<file path="config.mk">
export PLATFORM = sky130hd
export DESIGN_NAME = dep_pair_walker
export DESIGN_NICKNAME = d
export VERILOG_FILES = /design/src/rtl/dep_pair_walker.sv
export SDC_FILE = /design/constraint.sdc
export NUM_CORES = 1
export LEC_CHECK = 0
export ABC_CLOCK_PERIOD_IN_PS = 1500
export BUFFER_PORTS_ARGS = -buffer_cell sky130_fd_sc_hd__buf_2
export CAP_MARGIN = 15
export CORE_AREA = 2 2 41 43
export DETAILED_ROUTE_END_ITERATION = 8
export DIE_AREA = 0 0 43 45
export HOLD_SLACK_MARGIN = 0.12
export PLACE_DENSITY_LB_ADDON = 0.08
export SLEW_MARGIN = 30
export SYNTH_ARGS = -nofsm -noshare
export SYNTH_HDL_FRONTEND = slang
export SYNTH_SLANG_ARGS = --single-unit
</file>
<file path="constraint.sdc">
create_clock -name clk -period 1.5 [get_ports clk]
set_input_delay 0.225 -clock clk [delete_from_list [all_inputs] [get_ports clk]]
set_output_delay 0.225 -clock clk [all_outputs]
set_load 0.05 [all_outputs]
</file>
<file path="src/rtl/dep_pair_walker.sv">
module dep_pair_walker #(
    parameter int K  = 5,
    parameter int IW = 3,
    parameter int PW = 4
) (
    input  logic          clk,
    input  logic          rst,
    input  logic          load,
    input  logic          advance,
    output logic [IW-1:0] i_idx,
    output logic [IW-1:0] j_idx,
    output logic [PW-1:0] p_idx,
    output logic          last
);

    localparam int NP = (K * (K - 1)) / 2;

    typedef struct packed {
        logic [IW-1:0] i;
        logic [IW-1:0] j;
        logic [PW-1:0] p;
    } walk_t;

    walk_t w_d, w_q;

    always_comb begin
        w_d = w_q;
        if (load) begin
            w_d.i = '0;
            w_d.j = IW'(1);
            w_d.p = '0;
        end else if (advance) begin
            w_d.p = w_q.p + PW'(1);
            if (w_q.j == IW'(K - 1)) begin
                w_d.i = w_q.i + IW'(1);
                w_d.j = w_q.i + IW'(2);
            end else begin
                w_d.j = w_q.j + IW'(1);
            end
        end
    end

    always_ff @(posedge clk) begin
        if (rst) begin
            w_q.i <= '0;
            w_q.j <= IW'(1);
            w_q.p <= '0;
        end else begin
            w_q <= w_d;
        end
    end

    assign i_idx = w_q.i;
    assign j_idx = w_q.j;
    assign p_idx = w_q.p;
    assign last  = (w_q.p == PW'(NP - 1));

    AST_EARLY_BEFORE_LATE: assert property (@(posedge clk) disable iff (rst)
        advance |-> (i_idx < j_idx) && (int'(j_idx) < K));
    AST_PAIR_STEP: assert property (@(posedge clk) disable iff (rst)
        (advance && !last && !load) |=> (p_idx == $past(p_idx) + PW'(1)));

endmodule

</file>
## Word-level counts from Yosys, hierarchy flattened

Cells that the tools add are included.

- Memories: 0
- Bits of input ports: 4
- Bits in latches: 0
- Register bits: 10
- Logic and storage cells: 12
- Output and inout bits: 11
- Bits in writable memories: 0
- Bits in read-only memories: 0

- Shifts and indexed selects: 0
- Bitwise operators: 0
- Eq/ne operators: 2
- Reduce and logical (&&, ||, !) cells: 2
- $add $sub $neg: 4
- Muxes and demuxes: 1
- Order comparisons: 0
- $mul: 0
- Div/mod/pow operators: 0

Operators with widths:

| kind | count |
|---|---|
| 3-bit by 1-bit adder with 3-bit output, second input constant | 2 |
| 4-bit by 1-bit adder with 4-bit output, second input constant | 1 |
| 4-bit equality test, second input constant | 1 |
| 3-bit by 2-bit adder with 3-bit output, second input constant | 1 |
| 3-bit equality test, second input constant | 1 |
| 3-bit 2-to-1 mux | 1 |
| 2-bit AND reduction | 1 |
| 2-bit OR reduction | 1 |

## Logic depth before layout (Yosys ltp)

- Depth after elaboration: 2
- Mapped depth: 5
- Mapped depth without buffers: 5

## Least setup slack after synthesis

Ideal clock, no wire load.

- Path kind: flip-flop to flip-flop
- From: register w_q (netlist bit j_idx[0])
- To: register w_q (netlist bit j_idx[0])
- Required time: 1,378 ps
- Arrival time: 1,526 ps
- Period minus slack after synthesis: 1,648 ps
- Setup slack: -148 ps
- Buffers on the path: 0
- Cell stages (with the launch flop): 6
- Library setup time: 122 ps
- Cell sequence: dfxtp_1 -> inv_1 -> ha_1 -> nand2_2 -> nand2_1 -> a311o_1

- Longest elaborated chain between the ends: 2
- Elaborated cells between the ends (all ways): 3
- Those cells by class: 1 x add/sub; 1 x eq/ne; 1 x mux

RTL lines:

| item | RTL line | RTL |
|---|---|---|
| start, declared | 24 | `walk_t w_d, w_q;` |
| start signal, assigned | 49 | `w_q <= w_d;` |
| 3-bit by 1-bit adder with 3-bit output or 3-bit equality test (tied branches) | 38, 34 |  |
| 3-bit 2-to-1 mux (*) | 34 | `if (w_q.j == IW'(K - 1)) begin` |

Every way passes the cells marked *; elsewhere a longest branch is shown, timed or not.
A chain may end at the register's enable or synchronous reset.

## Final worst setup path

- From: register w_q (netlist bit p_idx[1])
- To: output last

- Longest elaborated chain between the ends: 1

RTL lines:

| item | RTL line | RTL |
|---|---|---|
| 4-bit equality test | 56 | `assign last = (w_q.p == PW'(NP - 1));` |
| end, declared | 13 | `output logic last` |

Every way passes these cells.

==> summary.txt <==
largest family of logic cells by synthesized area -> simple AND/OR/NAND/NOR gates
Synth cell types -> 20
internal power -> 0.384 mW
FFs w/ async S/R, synth -> 0%
Setup crit start kind -> flip-flop
Sw Share -> 25.8%
Compound-Gate Fraction of Synth Area -> 7.83%
H-tree lvl count -> 1
final setup fails -> 0
drt wl/cell -> 10.7 um
Post-Synthesis Cells -> 55
clock skew -> 0.00229 ns
Total Wirelength -> 942 um
post-synth top area share -> 40.4%
row cnt -> 14
register share of total power -> 53.8%
Worst-Margin Slew -> 0.360 ns
Layout area overhead -> 24.7%
gr usage total -> 11.9%
Mapped Nets -> 64
GP Congestion -> 0.775
Overflow after GRT -> 0
crit end category -> output pin
IO Pins -> 15
area share of and/or/nand/nor cells after synthesis -> 22.2%
port buffer count -> 14
Final Max Tran Viols -> 0
number of synthesis warnings -> 0
# DRC -> 0
Core Util, Final -> 42.0%
Worst-path clk slew -> 0.06 ns
largest net degree at the start of global routing -> 14
Worst-Skew Late Latency -> 0.26 ns
Synth area leaders -> dfxtp_1 (40%), ha_1 (13%), xor2_1 (8.8%), nor2_1 (8.3%), or2_0 (3.8%)
Starting Density -> 33.7%
number of global-route vias before repair -> 411
Vias -> 420
Peak VDD IR -> 0.000306 V
fin crit period -> 1.40 ns
EDFF count, synth -> 0
die height -> 45 um
Clock Power Share -> 34.3%
max cap viols -> 0
clk sinks -> 10
setup_tns -> 0 ns
Post-CTS Repair Setup Buffers -> 0
Syn Area/Cell -> 9.01 um^2
Post-layout nets -> 83
Resized Gates After CTS -> 0
RSZ-0062 raised after global routing -> false
Vias/cell -> 4.77
Area after DPL -> 594 um^2
Syn Std Cell Area -> 495 um^2
CTS Buffer Depth -> 2
WHS -> 0.336 ns
CTS Hold Bufs -> 0
largest area contributor in the netlist -> dfxtp_1
xor/xnor share of the synthesized area -> 10.6%
R2R Setup Slk -> 0.14 ns
CTS Buf Count -> 3
hpwl dp -> 701 um
Power Density -> 838 nW/um^2
type of the worst setup path -> reg2out
share of layout cells above drive strength 1 -> 33.3%
Max Freq -> 0.715 GHz
Arrival @ worst endpoint -> 1.17 ns
worst hold path class -> in2reg
P_leak -> 0.312 nW
CTS tree -> done
run status -> finished clean
Top FF cell, synth -> dfxtp_1
combinational share of power -> 11.9%
Post-synth top cells -> nor2_1 (11), dfxtp_1 (10), ha_1 (5), xor2_1 (5)
design area -> 618 um^2
Net Sw Power -> 0.134 mW
crit share post-route -> 93.2%
relative slew slack -> 76.0%
Die W -> 43 um
# diodes -> 0
antenna violations before repair -> 0
sequential-to-total area share from yosys stat -> 40.4%
Post-DRT Antenna Nets -> 0
#FFs+latches synth -> 10
Post-Synth Adder-Cell Area -> 12.6%
Critical Path RT -> 1.27 ns
maximum fanout along the worst path -> 5
TritonRoute pass-1 iters -> 2
final-report hold violation count -> 0
mux contribution to synthesized area -> 2.02%
Clock Root Buffer -> clkbuf_4
core area -> 1470 um^2
count leader, synth -> nor2_1
DIE AREA -> 1940 um^2
global-route wire length before repair -> 1.67 mm
iteration-0 DRC count of the detailed router -> 3
[final timing paths]
path / from / end / depth (start not counted)
setup / recovery: p_idx[1] / last / 4
hold reg to reg: p_idx[1] / p_idx[1] / 2
hold / removal: advance / p_idx[1] / 2
setup reg to reg: j_idx[0] / j_idx[0] / 5
[stage by stage]
step                cells  setup WS [ns]  power [mW]
CTS                    88         0.0286       0.531
detailed placement     85          0.147       0.347
finish                 88          0.102       0.518
floorplan              55         0.0228       0.330
global placement       85          0.171       0.347
global route           88         0.0295       0.549
[routing by layer]
layer	global-route usage, %	vias to the layer above	share of wire (%)
met1	13.9	187	48
met2	19.1	9	45
met3	2.40	2	4.8
li1	-	222	-
met4	9.70	0	2.0
met5	0	-	0
[critical path: stages (launching register included)]
cell     delay, ns
dfxtp_2       0.36
inv_1         0.05
ha_1          0.16
and3b_1       0.15
buf_2         0.20
[power groups by stage]
stage / Sequential [mW] / Combinational, mW / Clock (mW)
finish: 0.279 / 0.0618 / 0.178
global route: 0.280 / 0.0676 / 0.202
CTS: 0.278 / 0.0628 / 0.190
detailed placement: 0.285 / 0.0627 / 0
global placement: 0.285 / 0.0625 / 0
floorplan: 0.304 / 0.0264 / 0
[cell usage in the layout, fill, tap and decap left out, types with 2 or more instances in the layout]
master | Yosys | layout
buf_4 | 0 | 2
nand2_1 | 3 | 3
xor2_1 | 5 | 5
buf_2 | 2 | 14
ha_1 | 5 | 5
dfxtp_2 | 0 | 4
clkbuf_4 | 0 | 3
dfxtp_1 | 10 | 6
nor2_1 | 11 | 11
or2_0 | 3 | 3
nand4_1 | 2 | 2
inv_1 | 3 | 3
[final cells by class]
cell class              count  area, um^2
clock buffers               3        22.5
fillers                   172         853
inverters                   3        11.3
multi-input cells          40         274
flip-flops and latches     10         205
well taps                  16        20.0
repair buffers             16        85.1
[flip-flops by register name, summed over array words and instances (netlist names)]
signal	flops
j_idx	3
i_idx	3
p_idx	4
[cell families (layout without fill, tap and decap cells)]
kind of cell | count (synthesis) | after routing
adders and majority gates | 5 | 5
DFF | 10 | 10
xor gates and xnor gates | 6 | 6
muxes | 1 | 1
and+or+nand+nor | 23 | 23
buffers and inverters | 5 | 22
AOI/OAI and AO/OA | 5 | 5
Power figures use the tool's default switching activity.
